`config.mk`:
```
export PLATFORM = sky130hd
export DESIGN_NAME = tmr_pin_dir_ctrl
export DESIGN_NICKNAME = d
export VERILOG_FILES = /design/src/rtl/tpd_pkg.sv /design/src/rtl/tpd_dir_reg.sv /design/src/rtl/tpd_pin_sync.sv /design/src/rtl/tpd_pin_resolve.sv /design/src/rtl/tpd_mode_gate.sv /design/src/rtl/tmr_pin_dir_ctrl.sv
export SDC_FILE = /design/constraint.sdc
export NUM_CORES = 1
export LEC_CHECK = 0
export BUFFER_PORTS_ARGS = -buffer_cell sky130_fd_sc_hd__buf_2
export CELL_PAD_IN_SITES_DETAIL_PLACEMENT = 0
export CELL_PAD_IN_SITES_GLOBAL_PLACEMENT = 1
export CORE_ASPECT_RATIO = 1.5
export CORE_MARGIN = 4
export CORE_UTILIZATION = 25
export DETAILED_ROUTE_END_ITERATION = 16
export PLACE_DENSITY_LB_ADDON = 0.05
export SLEW_MARGIN = 10
export SYNTH_ARGS = -nofsm -noshare
export SYNTH_HDL_FRONTEND = slang
export SYNTH_SLANG_ARGS = --single-unit
```
`constraint.sdc`:
```
create_clock -name clk_i -period 1.35 [get_ports clk_i]
set_clock_uncertainty 0.2 [all_clocks]
set_input_delay 0.2025 -clock clk_i [delete_from_list [all_inputs] [get_ports clk_i]]
set_output_delay 0.2025 -clock clk_i [all_outputs]
set_load 0.05 [all_outputs]
```
`src/rtl/tpd_pkg.sv`:
```
package tpd_pkg;

    typedef enum logic [1:0] {
        MODE_RUN   = 2'b00,
        MODE_WAIT  = 2'b01,
        MODE_DEBUG = 2'b10,
        MODE_STOP  = 2'b11
    } op_mode_e;

    localparam int unsigned ADDR_DIR = 0;
    localparam int unsigned ADDR_DAT = 1;

endpackage

```
`src/rtl/tpd_dir_reg.sv`:
```
module tpd_dir_reg #(
    parameter int unsigned W = 8
) (
    input  logic         clk_i,
    input  logic         rst_ni,
    input  logic         wr_dir_i,
    input  logic         wr_dat_i,
    input  logic [W-1:0] wdata_i,
    output logic [W-1:0] dir_o,
    output logic [W-1:0] dat_o
);

    typedef struct packed {
        logic [W-1:0] dir;
        logic [W-1:0] dat;
    } regs_s;

    regs_s regs_d, regs_q;

    always_comb begin
        regs_d = regs_q;
        if (wr_dir_i) begin
            regs_d.dir = wdata_i;
        end
        if (wr_dat_i) begin
            regs_d.dat = wdata_i;
        end
    end

    always_ff @(posedge clk_i or negedge rst_ni) begin
        if (!rst_ni) begin
            regs_q <= '0;
        end else begin
            regs_q <= regs_d;
        end
    end

    assign dir_o = regs_q.dir;
    assign dat_o = regs_q.dat;

endmodule

```
`src/rtl/tpd_pin_sync.sv`:
```
module tpd_pin_sync #(
    parameter int unsigned W      = 8,
    parameter int unsigned STAGES = 2
) (
    input  logic         clk_i,
    input  logic         rst_ni,
    input  logic [W-1:0] pin_i,
    output logic [W-1:0] pin_sync_o
);

    logic [STAGES-1:0][W-1:0] sync_d, sync_q;

    always_comb begin
        sync_d[0] = pin_i;
        for (int k = 1; k < STAGES; k++) begin
            sync_d[k] = sync_q[k-1];
        end
    end

    always_ff @(posedge clk_i or negedge rst_ni) begin
        if (!rst_ni) begin
            sync_q <= '0;
        end else begin
            sync_q <= sync_d;
        end
    end

    assign pin_sync_o = sync_q[STAGES-1];

endmodule

```
`src/rtl/tpd_pin_resolve.sv`:
```
module tpd_pin_resolve #(
    parameter int unsigned W = 8
) (
    input  logic [W-1:0] dir_i,
    input  logic [W-1:0] dat_i,
    input  logic [W-1:0] oc_en_i,
    input  logic [W-1:0] oc_val_i,
    input  logic [W-1:0] pin_sync_i,
    output logic [W-1:0] pin_oe_o,
    output logic [W-1:0] pin_o,
    output logic [W-1:0] port_rd_o
);

    for (genvar i = 0; i < W; i++) begin : g_pin
        logic forced;
        assign forced       = oc_en_i[i];
        assign pin_oe_o[i]  = forced | dir_i[i];
        assign pin_o[i]     = forced ? oc_val_i[i] : dat_i[i];
        assign port_rd_o[i] = pin_oe_o[i] ? dat_i[i] : pin_sync_i[i];
    end

endmodule

```
`src/rtl/tpd_mode_gate.sv`:
```
module tpd_mode_gate
    import tpd_pkg::*;
#(
    parameter int unsigned PRE_W = 6
) (
    input  logic     clk_i,
    input  logic     rst_ni,
    input  op_mode_e mode_i,
    input  logic     tmr_en_i,
    input  logic     wait_stop_i,
    input  logic     dbg_stop_i,
    input  logic     pa_en_i,
    output logic     cnt_run_o,
    output logic     pa_run_o,
    output logic     div_tick_o
);

    typedef struct packed {
        logic             cnt_run;
        logic             pa_run;
        logic [PRE_W-1:0] pre;
    } gate_s;

    gate_s gate_d, gate_q;
    logic  mode_ok;

    always_comb begin
        unique case (mode_i)
            MODE_STOP:  mode_ok = 1'b0;
            MODE_DEBUG: mode_ok = !dbg_stop_i;
            MODE_WAIT:  mode_ok = !wait_stop_i;
            default:    mode_ok = 1'b1;
        endcase
        gate_d.cnt_run = tmr_en_i && mode_ok;
        gate_d.pa_run  = pa_en_i && gate_d.cnt_run;
        gate_d.pre     = gate_q.pa_run ? gate_q.pre + 1'b1 : '0;
    end

    always_ff @(posedge clk_i or negedge rst_ni) begin
        if (!rst_ni) begin
            gate_q <= '0;
        end else begin
            gate_q <= gate_d;
        end
    end

    assign cnt_run_o  = gate_q.cnt_run;
    assign pa_run_o   = gate_q.pa_run;
    assign div_tick_o = gate_q.pa_run && (&gate_q.pre);

endmodule

```
`src/rtl/tmr_pin_dir_ctrl.sv`:
```
module tmr_pin_dir_ctrl
    import tpd_pkg::*;
#(
    parameter int unsigned PINS        = 8,
    parameter int unsigned SYNC_STAGES = 2,
    parameter int unsigned DIV_LOG2    = 6
) (
    input  logic            clk_i,
    input  logic            rst_ni,
    input  logic            bus_sel_i,
    input  logic            bus_we_i,
    input  logic            bus_addr_i,
    input  logic [PINS-1:0] bus_wdata_i,
    output logic [PINS-1:0] bus_rdata_o,
    input  logic [PINS-1:0] oc_en_i,
    input  logic [PINS-1:0] oc_val_i,
    input  logic [PINS-1:0] ic_en_i,
    input  logic [PINS-1:0] pin_i,
    output logic [PINS-1:0] pin_o,
    output logic [PINS-1:0] pin_oe_o,
    input  logic [1:0]      mode_i,
    input  logic            tmr_en_i,
    input  logic            wait_stop_i,
    input  logic            dbg_stop_i,
    input  logic            pa_en_i,
    output logic            cnt_run_o,
    output logic            pa_run_o,
    output logic            pa_div64_en_o
);

    logic            wr_dir, wr_dat;
    logic [PINS-1:0] dir_q, dat_q, pin_sync, port_rd;
    logic            ic_unused;

    // Capture channels deliberately leave pin direction alone.
    assign ic_unused = ^ic_en_i;

    assign wr_dir = bus_sel_i && bus_we_i && (bus_addr_i == 1'(ADDR_DIR));
    assign wr_dat = bus_sel_i && bus_we_i && (bus_addr_i == 1'(ADDR_DAT));

    tpd_dir_reg #(.W(PINS)) i_regs (
        .clk_i    (clk_i),
        .rst_ni   (rst_ni),
        .wr_dir_i (wr_dir),
        .wr_dat_i (wr_dat),
        .wdata_i  (bus_wdata_i),
        .dir_o    (dir_q),
        .dat_o    (dat_q)
    );

    tpd_pin_sync #(.W(PINS), .STAGES(SYNC_STAGES)) i_sync (
        .clk_i      (clk_i),
        .rst_ni     (rst_ni),
        .pin_i      (pin_i),
        .pin_sync_o (pin_sync)
    );

    tpd_pin_resolve #(.W(PINS)) i_resolve (
        .dir_i      (dir_q),
        .dat_i      (dat_q),
        .oc_en_i    (oc_en_i),
        .oc_val_i   (oc_val_i),
        .pin_sync_i (pin_sync),
        .pin_oe_o   (pin_oe_o),
        .pin_o      (pin_o),
        .port_rd_o  (port_rd)
    );

    tpd_mode_gate #(.PRE_W(DIV_LOG2)) i_gate (
        .clk_i       (clk_i),
        .rst_ni      (rst_ni),
        .mode_i      (op_mode_e'(mode_i)),
        .tmr_en_i    (tmr_en_i),
        .wait_stop_i (wait_stop_i),
        .dbg_stop_i  (dbg_stop_i),
        .pa_en_i     (pa_en_i),
        .cnt_run_o   (cnt_run_o),
        .pa_run_o    (pa_run_o),
        .div_tick_o  (pa_div64_en_o)
    );

    assign bus_rdata_o = (bus_addr_i == 1'(ADDR_DIR)) ? dir_q : port_rd;

endmodule

```
======== After elaboration in Yosys (flattened, before gate mapping) ========
Index checks and enable logic that the tools add are counted.
word-level totals
  output and inout port bits .............. 27
  bits in registers ....................... 40
  word-level logic and storage cells ...... 48
  bits of input ports ..................... 51
operators by class
  mux-type cells .......................... 19
  reduce and logical (&&, ||, !) cells .... 9
  equal/unequal tests ..................... 3
  add/subtract/negate cells ............... 1
  bitwise gates (word level) .............. 9
operator list
  cell                 number
  $mux 1               16
  $mux 8               1
  $or 1x1->1           8
  $add 6x1->6 const B  1
  $logic_and 1x1->1    6
  $mux 6               1
  $reduce_and 6->1     1
  $eq 2x2->1 const B   2
  $pmux 1 s3           1
  $eq 2x1->1 const B   1
  $logic_not 1->1      2
  $not 1->1            1

======== Longest topological paths before layout ========
Gate-level depths: netlist of the first run.
  depth in word-level cells ............... 4
  depth in mapped cells ................... 4
  mapped depth without buffers ............ 4

======== Cells and area by module ========
Synthesis of the first run repeated with hierarchy kept, for this count alone.
second synthesis, totals
  cells, all modules ...................... 115
  area, all modules ....................... 1,835.5 um2
by module, submodules not included
  module            seq. area each (um2)  cells an instance  instances  area each (um2)
  tpd_dir_reg       400.4                 34                 1          663.1
  tpd_pin_sync      400.4                 16                 1          400.4
  tpd_mode_gate     200.2                 30                 1          342.8
  tpd_pin_resolve   0.0                   24                 1          280.3
  tmr_pin_dir_ctrl  0.0                   11                 1          148.9

======== Worst setup path before layout of the first run ========
OpenSTA, ideal clock, no wires.
  path type ............................... register to output
  from .................................... register i_regs.regs_q[8] (netlist: i_regs.dir_o[0])
  to ...................................... output port bus_rdata_o[0]
  setup slack ............................. -0.704 ns
  arrival ................................. 1.651 ns
  data required time ...................... 0.947 ns
  cell stages (with the launch flop) ...... 3
  path buffers ............................ 0
  cells stage by stage .................... dfrtp_1 > or2_2 > a32oi_1
on the way
  cells in the longest elaborated chain, start to end .. 3
RTL lines
  what                      line                    text
  start: declaration        tpd_dir_reg.sv:18       regs_s regs_d, regs_q;
  start signal: assignment  tpd_dir_reg.sv:34       regs_q <= regs_d;
  $or 1x1->1                tpd_pin_resolve.sv:17   assign pin_oe_o[i] = forced | dir_i[i];
  via pin_oe_o[0]           tmr_pin_dir_ctrl.sv:20  output logic [PINS-1:0] pin_oe_o,
  $mux 1                    tpd_pin_resolve.sv:19   assign port_rd_o[i] = pin_oe_o[i] ? dat_i[i] : pin_sync_i[i];
  $mux 8                    tmr_pin_dir_ctrl.sv:82  assign bus_rdata_o = (bus_addr_i == 1'(ADDR_DIR)) ? dir_q : port_rd;
  end: declaration          tmr_pin_dir_ctrl.sv:14  output logic [PINS-1:0] bus_rdata_o,
The timed path passes the listed nets, and every way through them passes these cells.

======== Worst setup path after layout of the first run ========
  from .................................... register i_regs.regs_q[9] (netlist: i_regs.dir_o[1])
  to ...................................... output port bus_rdata_o[1]
on the way
  cells in the longest elaborated chain, start to end .. 3
RTL lines
  what        line
  $or 1x1->1  tpd_pin_resolve.sv:17
  $mux 1      tpd_pin_resolve.sv:19
  $mux 8 *    tmr_pin_dir_ctrl.sv:82
Mark *: on every way between the ends. The rest lies on a longest branch, timed or not.

==> results of run 1 <==
-- worst max-delay path, delay by kind of cell (launching register included) --
family | cells | cell delay [ns]
flops | 1 | 0.38
simple gates | 1 | 0.25
compound gates | 1 | 0.19
buf+inv | 1 | 0.19
-- state kept, by name (all words and copies together), names as in the netlist --
register	flops
i_regs.dir_o	8
i_gate.pa_run_o	1
i_gate.cnt_run_o	1
i_gate.gate_q	6
i_regs.dat_o	8
i_sync.sync_d	8
i_sync.pin_sync_o	8
-- metal layers --
metal / GRT usage / up-vias / wire length, um
met4: 0.0547 / 0 / 122
met3: 0.0299 / 10 / 247
li1: - / 722 / -
met1: 0.108 / 702 / 1470
met5: 0 / - / 0
met2: 0.246 / 46 / 2620
-- synthesized netlist by cell type --
| library cell | n | share of area |
|---|---|---|
| o21ai_0 | 17 | 0.051 |
| buf_2 | 2 | 0.0061 |
| xnor2_1 | 2 | 0.011 |
| mux2_2 | 16 | 0.11 |
| a21oi_1 | 1 | 0.0030 |
| o21a_1 | 1 | 0.0045 |
| or2_2 | 8 | 0.030 |
| or4b_1 | 1 | 0.0061 |
| nor2_1 | 3 | 0.0068 |
| nand3b_4 | 1 | 0.012 |
| inv_1 | 16 | 0.036 |
| a32oi_1 | 8 | 0.042 |
| nor2b_1 | 1 | 0.0038 |
| nand3_2 | 2 | 0.012 |
| nand3_1 | 2 | 0.0061 |
| dfrtp_1 | 40 | 0.61 |
| and2_1 | 5 | 0.019 |
| ha_1 | 1 | 0.0076 |
| nand2_1 | 10 | 0.023 |
| xor2_1 | 1 | 0.0053 |
-- cell usage in the layout, fill, tap and decap left out, types with 10 or more instances in the layout --
master | Yosys | routed
buf_2 | 2 | 43
buf_4 | 0 | 27
buf_6 | 0 | 26
dfrtp_1 | 40 | 38
dlygate4sd3_1 | 0 | 19
mux2_2 | 16 | 16
nand2_1 | 10 | 10
-- timing repair --
item,in CTS,in global routing
setup endpoints to repair,28,28
gates resized for setup,65,7
pin swaps,10,2
hold buffers,19,0
buffers inserted,3,2
endpoints found under the hold margin,66,0
-- cells by family after synthesis --
kind of cell,share of synthesized area
compound gates,0.101
xor+xnor,0.0159
fa+ha+maj,0.00756
buf+inv,0.0424
flops,0.605
mux,0.109
simple gates,0.119
-- final timing paths --
check	slack, ns	startpoint	endpoint	cells after the start
max	-0.35	i_regs.dir_o[1]	bus_rdata_o[1]	3
min	0.04	dbg_stop_i	i_gate.cnt_run_o	3
max reg2reg	-0.04	i_gate.gate_q[3]	i_gate.gate_q[5]	3
min reg2reg	0.15	i_sync.sync_d[13]	i_sync.pin_sync_o[5]	0
max in group asynchronous	0.53	rst_ni	i_gate.pa_run_o	3
min in group asynchronous	0.21	rst_ni	i_regs.dir_o[6]	3
-- per-stage QoR --
step / cells / area [sq um] / util / setup WS, ns
floorplan: 138 / 1870 / - / -0.201
global placement: 308 / 2530 / 0.389 / -0.150
detailed placement: 308 / 2530 / 0.389 / -0.191
CTS: 338 / 3030 / 0.467 / -0.361
global route: 340 / 3060 / 0.472 / -0.395
finish: 340 / 3060 / 0.472 / -0.348
-- power by group --
part / switching [uW] / total [uW] / internal (uW)
logic: 787 / 1450 / 659
clock network: 376 / 924 / 548
registers: 61.4 / 1380 / 1320
-- final cells by class --
cell class,count,area (sq um),area share
repair buffers,120,986,0.322
multi-input cells,80,811,0.265
clock inverters,2,35.0,0.0114
clock buffers,6,72.6,0.0237
well taps,76,95.1,0.0310
inverters,16,60.1,0.0196
flip-flops and latches,40,1000,0.328
==> flow_metrics.py, run 1 <==
metrics = {
    "detailed_routing": {
        "dr.first_iter.drc_count": 39,
        "dr.pass1.iters": 4,
        "wl_per_cell_um": 13.1,
        "vias_per_cell": 4.35,
        "drc": 0,
        "ant_nets": 0,
        "via_count": 1480,
        "totalWireLength_mm": 4.46,
    },
    "synth": {
        "yosysWarnings": 0,
        "netlist_instances": 138,
        "ys_ff_latch": 40,
        "syn_nets": 190,
        "syn_area_per_cell_sq_um": 12.0,
        "synth_area_sq_um": 1650,
        "synthDistinctLibCells": 20,
        "yosysSeqAreaShare": 0.605,
    },
    "grt": {
        "overflow": 0,
        "grt_max_degree": 41,
        "grt_usage": 0.123,
        "grt_pass1_wl_mm": 7.35,
        "antenna_found_initial": 0,
        "grt_pass1_vias": 1633,
    },
    "timing": {
        "worst_slew_pin_slew_ns": 0.364,
        "rsz0062_at_grt": "yes",
        "worst_slack_ns": -0.348,
        "slew-limit-headroom": 0.755,
        "setup_violations": 26,
        "setup_tns_ns": -4.51,
        "post-route-period-util": 1.26,
        "drv_slew": 0,
        "period_minus_slack_ns": 1.70,
        "timing.fmax_ghz": 0.589,
        "hold_viol": 0,
        "hold-worst-slack_ns": 0.0370,
    },
    "floorplan": {
        "boundaryPins": 78,
        "core_area_sq_um": 6490,
        "die_x_um": 74.4,
        "die_h_um": 108,
        "die_area_sq_um": 8010,
        "start_util": 0.255,
        "placementRows": 36,
    },
    "worst_setup_path": {
        "cp.arrival_ns": 1.30,
        "cp_cell_sequence": "or2_4 > a32oi_4 > buf_6",
        "crit_path_start_kind": "register",
        "cp_slowest_cell": "dfrtp_1",
        "max_stage_delay_ns": 0.38,
        "path_class": "reg -> out",
        "endpoint_kind": "output pin",
        "cp.required_ns": 0.95,
        "cp_max_fo": 2,
    },
    "pwr": {
        "pwr_density_cell_nw_per_um2": 1220,
        "total_power_uw": 3750,
        "p_leak_uw": 0.00142,
        "irDropWorstVdd_mv": 0.609,
    },
    "cts": {
        "htreeDepth": 2,
        "cts_buffer_depth": 2,
        "cts.clk_slew.worst_paths_ns": 0.07,
        "clk_root_buffer_cell": "clkbuf_8",
        "clock_sinks": 40,
        "cts_buffers": 5,
        "cts_tree": "done",
        "clk_latency_ns": 0.28,
    },
    "layout": {
        "nets": 315,
        "fill_cells": 627,
        "area_delta_synth_final_pct": 85.2,
        "diodes": 0,
        "drive_gt1_frac": 0.625,
    },
    "placement": {
        "hpwl_mm": 3.37,
        "gp_congestion": 0.758,
        "numPortBuffers": 69,
    },
    "worst_hold_path": {
        "hp-class": "in -> reg",
    },
    "run": {
        "drv_cap": 0,
    },
    "outcome": {
        "status": "complete, but fails checks",
        "violations": "setup timing",
    },
}
No activity file was read; power rests on OpenSTA's default activity.
==> inputs of run 2 (changes only) <==
--- a/config.mk
+++ b/config.mk
@@ -12,7 +12,7 @@
 export CORE_MARGIN = 4
 export CORE_UTILIZATION = 25
 export DETAILED_ROUTE_END_ITERATION = 16
-export PLACE_DENSITY_LB_ADDON = 0.05
+export PLACE_DENSITY = 0.66
 export SLEW_MARGIN = 10
 export SYNTH_ARGS = -nofsm -noshare
 export SYNTH_HDL_FRONTEND = slang
==> run 2 against run 1 <==
The flow still finishes with violations (setup timing). Routed wire length down 3.3%. Maximum frequency decreased by 0.14%. Critical path depth is the same. Setup slack worse by 0.0024 ns. Combinational power barely moved. Critical path type unchanged. Critical endpoint is now bus_rdata_o[0].
==> flow_metrics.py, run 2 (synthesis results as in run 1) <==
metrics = {
    "worst_setup_path": {
        "max_stage_delay_ns": 0.39,
        "cp_slowest_cell": "dfrtp_1",
        "ff2ff_setup_slack_ns": -0.11,
        "critPathTopFamily": "flip-flops",
        "reg2reg_to": "i_gate.gate_q[5]",
        "cp_max_fo": 3,
        "cp_cell_sequence": "or2_4 > a32oi_4 > buf_6",
        "cp.required_ns": 0.95,
        "cp_num_buf_inv": 1,
        "cp.arrival_ns": 1.30,
        "rr_worst_depth": 4,
        "path_class": "reg -> out",
        "endpoint_kind": "output pin",
        "timing.rr.start": "i_gate.gate_q[0]",
        "crit_path_start_kind": "register",
        "crit_path_start": "i_regs.dir_o[0]",
    },
    "timing": {
        "setup_tns_ns": -4.74,
        "post-route-period-util": 1.26,
        "hold_viol": 0,
        "period_minus_slack_ns": 1.70,
        "worst_slew_pin_slew_ns": 0.352,
        "timing.fmax_ghz": 0.588,
        "rsz0062_at_grt": "yes",
        "drv_slew": 0,
        "hold-worst-slack_ns": 0.0412,
        "worst_slack_ns": -0.350,
        "slew-limit-headroom": 0.763,
        "setup_violations": 28,
    },
    "grt": {
        "antenna_found_initial": 0,
        "grt_max_degree": 41,
        "grt_busiest_layer": "met2",
        "grtUsageMet2": 0.213,
        "use_met1": 0.128,
        "overflow": 0,
        "use_met3": 0.0271,
        "grt_usage": 0.117,
        "grt_pass1_vias": 1608,
        "grt_pass1_wl_mm": 7.19,
    },
    "layout": {
        "area_delta_synth_final_pct": 86.0,
        "nets": 314,
        "diodes": 0,
        "mostFrequentLayoutCell": "buf_2",
        "fill_cells": 609,
        "drive_gt1_frac": 0.624,
        "layout_common_cells": "43 x buf_2, 39 x dfrtp_1, 28 x buf_6, 23 x buf_4, 19 x dlygate4sd3_1",
    },
    "cts": {
        "clk_root_buffer_cell": "clkbuf_8",
        "clk_latency_ns": 0.29,
        "htreeDepth": 2,
        "cts_tree": "done",
        "cts_buffers": 5,
        "cts_buffer_depth": 2,
        "clock_sinks": 40,
        "cts.clk_slew.worst_paths_ns": 0.08,
    },
    "detailed_routing": {
        "dr.first_iter.drc_count": 12,
        "drc": 0,
        "ant_nets": 0,
        "wl_per_cell_um": 12.7,
        "vias_per_cell": 4.26,
        "dr.pass1.iters": 4,
        "via_count": 1443,
        "totalWireLength_mm": 4.31,
    },
    "placement": {
        "gp_congestion": 0.707,
        "hpwl_mm": 3.20,
        "numPortBuffers": 69,
    },
    "pwr": {
        "total_power_uw": 3610,
        "pwr_density_cell_nw_per_um2": 1170,
        "p_leak_uw": 0.00142,
        "irDropWorstVdd_mv": 0.848,
    },
    "floorplan": {
        "die_h_um": 108,
        "boundaryPins": 78,
        "core_area_sq_um": 6490,
        "die_x_um": 74.4,
        "placementRows": 36,
        "die_area_sq_um": 8010,
        "start_util": 0.255,
    },
    "worst_hold_path": {
        "hold_end": "i_gate.cnt_run_o",
        "hp-class": "in -> reg",
        "holdCritStartpoint": "dbg_stop_i",
        "whs_path_depth": 3,
    },
    "run": {
        "drv_cap": 0,
    },
    "outcome": {
        "violations": "setup timing",
        "status": "complete, but fails checks",
    },
}
run 2: timing repair:
action / in CTS / in global routing
pin swaps: 12 / 4
setup buffers: 6 / 3
hold buffers: 19 / 0
endpoints found under the hold margin: 66 / 0
endpoints found under the setup margin: 28 / 30
resized for setup: 70 / 5
run 2: tightest hold or removal path: stages:
cell and delay, ns:
buf_2 0.07, nor2_1 0.03, o21a_1 0.18
run 2: layer usage:
layer | part of all wire | wire length (um) | up-vias
li1 | - | - | 718
met1 | 0.36 | 1570 | 674
met2 | 0.56 | 2410 | 45
met3 | 0.060 | 260 | 6
met4 | 0.017 | 72 | 0
met5 | 0 | 0 | -
run 2: metrics by stage:
| stage | setup slack, ns | cell area (sq um) | std cells | util |
|---|---|---|---|---|
| final | -0.350 | 3080 | 339 | 0.474 |
| after global routing | -0.405 | 3080 | 339 | 0.474 |
| after CTS | -0.374 | 3040 | 337 | 0.469 |
| after detailed placement | -0.199 | 2520 | 306 | 0.389 |
| after global placement | -0.160 | 2520 | 306 | 0.389 |
| after floorplan | -0.201 | 1870 | 138 | - |
run 2: power by group:
part           switching [uW]  internal, uW
Combinational             778           647
Sequential               62.2          1320
Clock                     400           408
run 2: how the worst max path moves through the flow:
| stage | cells after the start | endpoint | slack (ns) |
|---|---|---|---|
| floorplan | 2 | bus_rdata_o[5] | -0.20 |
| global placement | 3 | bus_rdata_o[4] | -0.16 |
| detailed placement | 5 | bus_rdata_o[1] | -0.20 |
| CTS | 3 | bus_rdata_o[4] | -0.37 |
| global route | 3 | bus_rdata_o[4] | -0.41 |
| finish | 3 | bus_rdata_o[0] | -0.35 |
run 2: final cells by class:
class                           count  area [sq um]  area share
Tap cell                           76          95.1      0.0309
Timing Repair Buffer              119           998       0.325
Clock buffer                        6          82.6      0.0268
Clock inverter                      2          10.0     0.00325
Sequential cell                    40          1000       0.326
Inverter                           16          60.1      0.0195
Multi-Input combinational cell     80           828       0.269
==> inputs of run 3 (changes only) <==
--- a/config.mk
+++ b/config.mk
@@ -5,14 +5,15 @@
 export SDC_FILE = /design/constraint.sdc
 export NUM_CORES = 1
 export LEC_CHECK = 0
-export BUFFER_PORTS_ARGS = -buffer_cell sky130_fd_sc_hd__buf_2
 export CELL_PAD_IN_SITES_DETAIL_PLACEMENT = 0
 export CELL_PAD_IN_SITES_GLOBAL_PLACEMENT = 1
 export CORE_ASPECT_RATIO = 1.5
 export CORE_MARGIN = 4
 export CORE_UTILIZATION = 25
 export DETAILED_ROUTE_END_ITERATION = 16
-export PLACE_DENSITY = 0.66
+export DONT_BUFFER_PORTS = 1
+export HOLD_SLACK_MARGIN = 0.06
+export PLACE_DENSITY = 0.52
 export SLEW_MARGIN = 10
 export SYNTH_ARGS = -nofsm -noshare
 export SYNTH_HDL_FRONTEND = slang
==> run 3 against run 2 <==
The run ends with hold timing, setup timing left. Clock power down 0.6%. Die area unchanged. Flip-flop and latch count did not move. Cell area fell by 3.2%. Count of clock-buffer cells in the layout is 2 higher. Largest cell class unchanged. Via count down 8.0%. First-iteration DRC count increased to 2.8 times the previous value. Sequential share of layout area increased by 1.1 points. Power rose by 1.9%. Critical path depth unchanged. Critical path type unchanged.
==> flow_metrics.py, run 3 (synthesis results as in run 1) <==
metrics = {
    "outcome": {
        "status": "complete, but fails checks",
        "violations": "hold timing, setup timing",
    },
    "grt": {
        "grt_pass1_vias": 1527,
        "overflow": 0,
        "antenna_found_initial": 0,
        "grtUsageMet2": 0.223,
        "use_met1": 0.114,
        "grt_max_degree": 41,
        "grt_pass1_wl_mm": 6.98,
        "use_met3": 0.0346,
        "grt_usage": 0.116,
        "grt_busiest_layer": "met2",
    },
    "cts": {
        "cts_tree": "done",
        "cts.clk_slew.worst_paths_ns": 0.07,
        "htreeDepth": 2,
        "cts_buffer_depth": 2,
        "hold_buffers": 24,
        "clock_sinks": 40,
        "cts_buffers": 5,
        "clk_latency_ns": 0.28,
        "clk_root_buffer_cell": "clkbuf_8",
    },
    "detailed_routing": {
        "drc": 0,
        "ant_nets": 0,
        "wl_per_cell_um": 15.8,
        "totalWireLength_mm": 4.51,
        "dr.pass1.iters": 2,
        "vias_per_cell": 4.64,
        "dr.first_iter.drc_count": 33,
        "via_count": 1327,
    },
    "layout": {
        "layout_common_cells": "38 x dfrtp_1, 22 x dlygate4sd3_1, 17 x buf_12, 16 x mux2_2, 14 x buf_6",
        "nets": 261,
        "fill_cells": 603,
        "mostFrequentLayoutCell": "dfrtp_1",
        "final_cells": 286,
        "diodes": 0,
        "drive_gt1_frac": 0.510,
        "area_delta_synth_final_pct": 80.0,
    },
    "worst_setup_path": {
        "cp_max_fo": 2,
        "path_class": "reg -> out",
        "cp_cell_sequence": "or2_4 > a32oi_4 > buf_12",
        "ff2ff_setup_slack_ns": -0.13,
        "reg2reg_to": "i_gate.gate_q[5]",
        "cp.required_ns": 0.95,
        "endpoint_kind": "output pin",
        "critPathTopFamily": "flip-flops",
        "max_stage_delay_ns": 0.39,
        "crit_path_start_kind": "register",
        "rr_worst_depth": 4,
        "cp_slowest_cell": "dfrtp_1",
        "cp_num_buf_inv": 1,
        "timing.rr.start": "i_gate.gate_q[0]",
        "cp.arrival_ns": 1.31,
    },
    "timing": {
        "setup_violations": 27,
        "timing.fmax_ghz": 0.584,
        "slew-limit-headroom": 0.700,
        "drv_slew": 0,
        "worst_slew_pin_slew_ns": 0.450,
        "hold_viol": 40,
        "rsz0062_at_grt": "yes",
        "period_minus_slack_ns": 1.71,
        "hold-worst-slack_ns": -0.592,
        "worst_slack_ns": -0.361,
        "post-route-period-util": 1.27,
    },
    "floorplan": {
        "placementRows": 36,
        "core_area_sq_um": 6490,
        "die_area_sq_um": 8010,
        "start_util": 0.255,
        "die_x_um": 74.4,
        "boundaryPins": 78,
        "die_h_um": 108,
    },
    "pwr": {
        "pwr_density_cell_nw_per_um2": 1240,
        "p_leak_uw": 0.00127,
        "irDropWorstVdd_mv": 0.638,
    },
    "placement": {
        "dp.cells": 249,
        "numPortBuffers": 0,
        "gp_congestion": 0.741,
        "hpwl_mm": 3.14,
    },
    "worst_hold_path": {
        "hp-class": "in -> async",
    },
    "run": {
        "drv_cap": 0,
    },
}
run 3: how the worst max path moves through the flow:
stage	start	end	slack (ns)	cells past startpoint
detailed placement	i_regs.dir_o[0]	bus_rdata_o[0]	-0.1	3
CTS	i_regs.dir_o[0]	bus_rdata_o[0]	-0.38	3
global placement	i_regs.dir_o[5]	bus_rdata_o[5]	-0.06	3
global route	i_regs.dir_o[2]	bus_rdata_o[2]	-0.41	3
floorplan	i_regs.dir_o[5]	bus_rdata_o[5]	-0.20	2
finish	i_regs.dir_o[0]	bus_rdata_o[0]	-0.36	3
run 3: final cells by class:
type / count / area (sq um) / area share
flip-flops and latches: 40 / 1000 / 0.337
multi-input cells: 80 / 888 / 0.298
repair buffers: 66 / 841 / 0.282
well taps: 76 / 95.1 / 0.0319
clock buffers: 8 / 90.1 / 0.0303
inverters: 16 / 60.1 / 0.0202
run 3: per-stage QoR:
| step | util | power [uW] | cell area [sq um] | setup slack, ns | TNS, ns |
|---|---|---|---|---|---|
| 6_report | 0.459 | 3680 | 2980 | -0.361 | -4.94 |
| 5_1_grt | 0.459 | 3860 | 2980 | -0.410 | -6.35 |
| 4_1_cts | 0.442 | 3710 | 2870 | -0.379 | -5.50 |
| 3_5_place_dp | 0.377 | 2750 | 2440 | -0.0957 | -0.793 |
| 3_3_place_gp | 0.377 | 2710 | 2440 | -0.0584 | -0.482 |
| 2_1_floorplan | - | 2220 | 1870 | -0.201 | -1.61 |
run 3: timing repair:
item                                    CTS  global route
pin swaps                                10             6
hold endpoints to repair                 66            40
setup buffers                             4             3
endpoints found under the setup margin   28            35
gates resized for setup                  25            19
run 3: where the power goes:
| group | internal [uW] | switching, uW |
|---|---|---|
| Clock | 417 | 386 |
| Sequential | 1320 | 72.9 |
| Combinational | 734 | 754 |
| Total | 2470 | 1210 |
run 3: routing by layer:
layer  share of wire  up-vias  wire length (um)
li1                -      615                 -
met1            0.32      659              1460
met2            0.59       47              2660
met3           0.075        6               338
met4           0.012        0                53
met5               0        -                 0
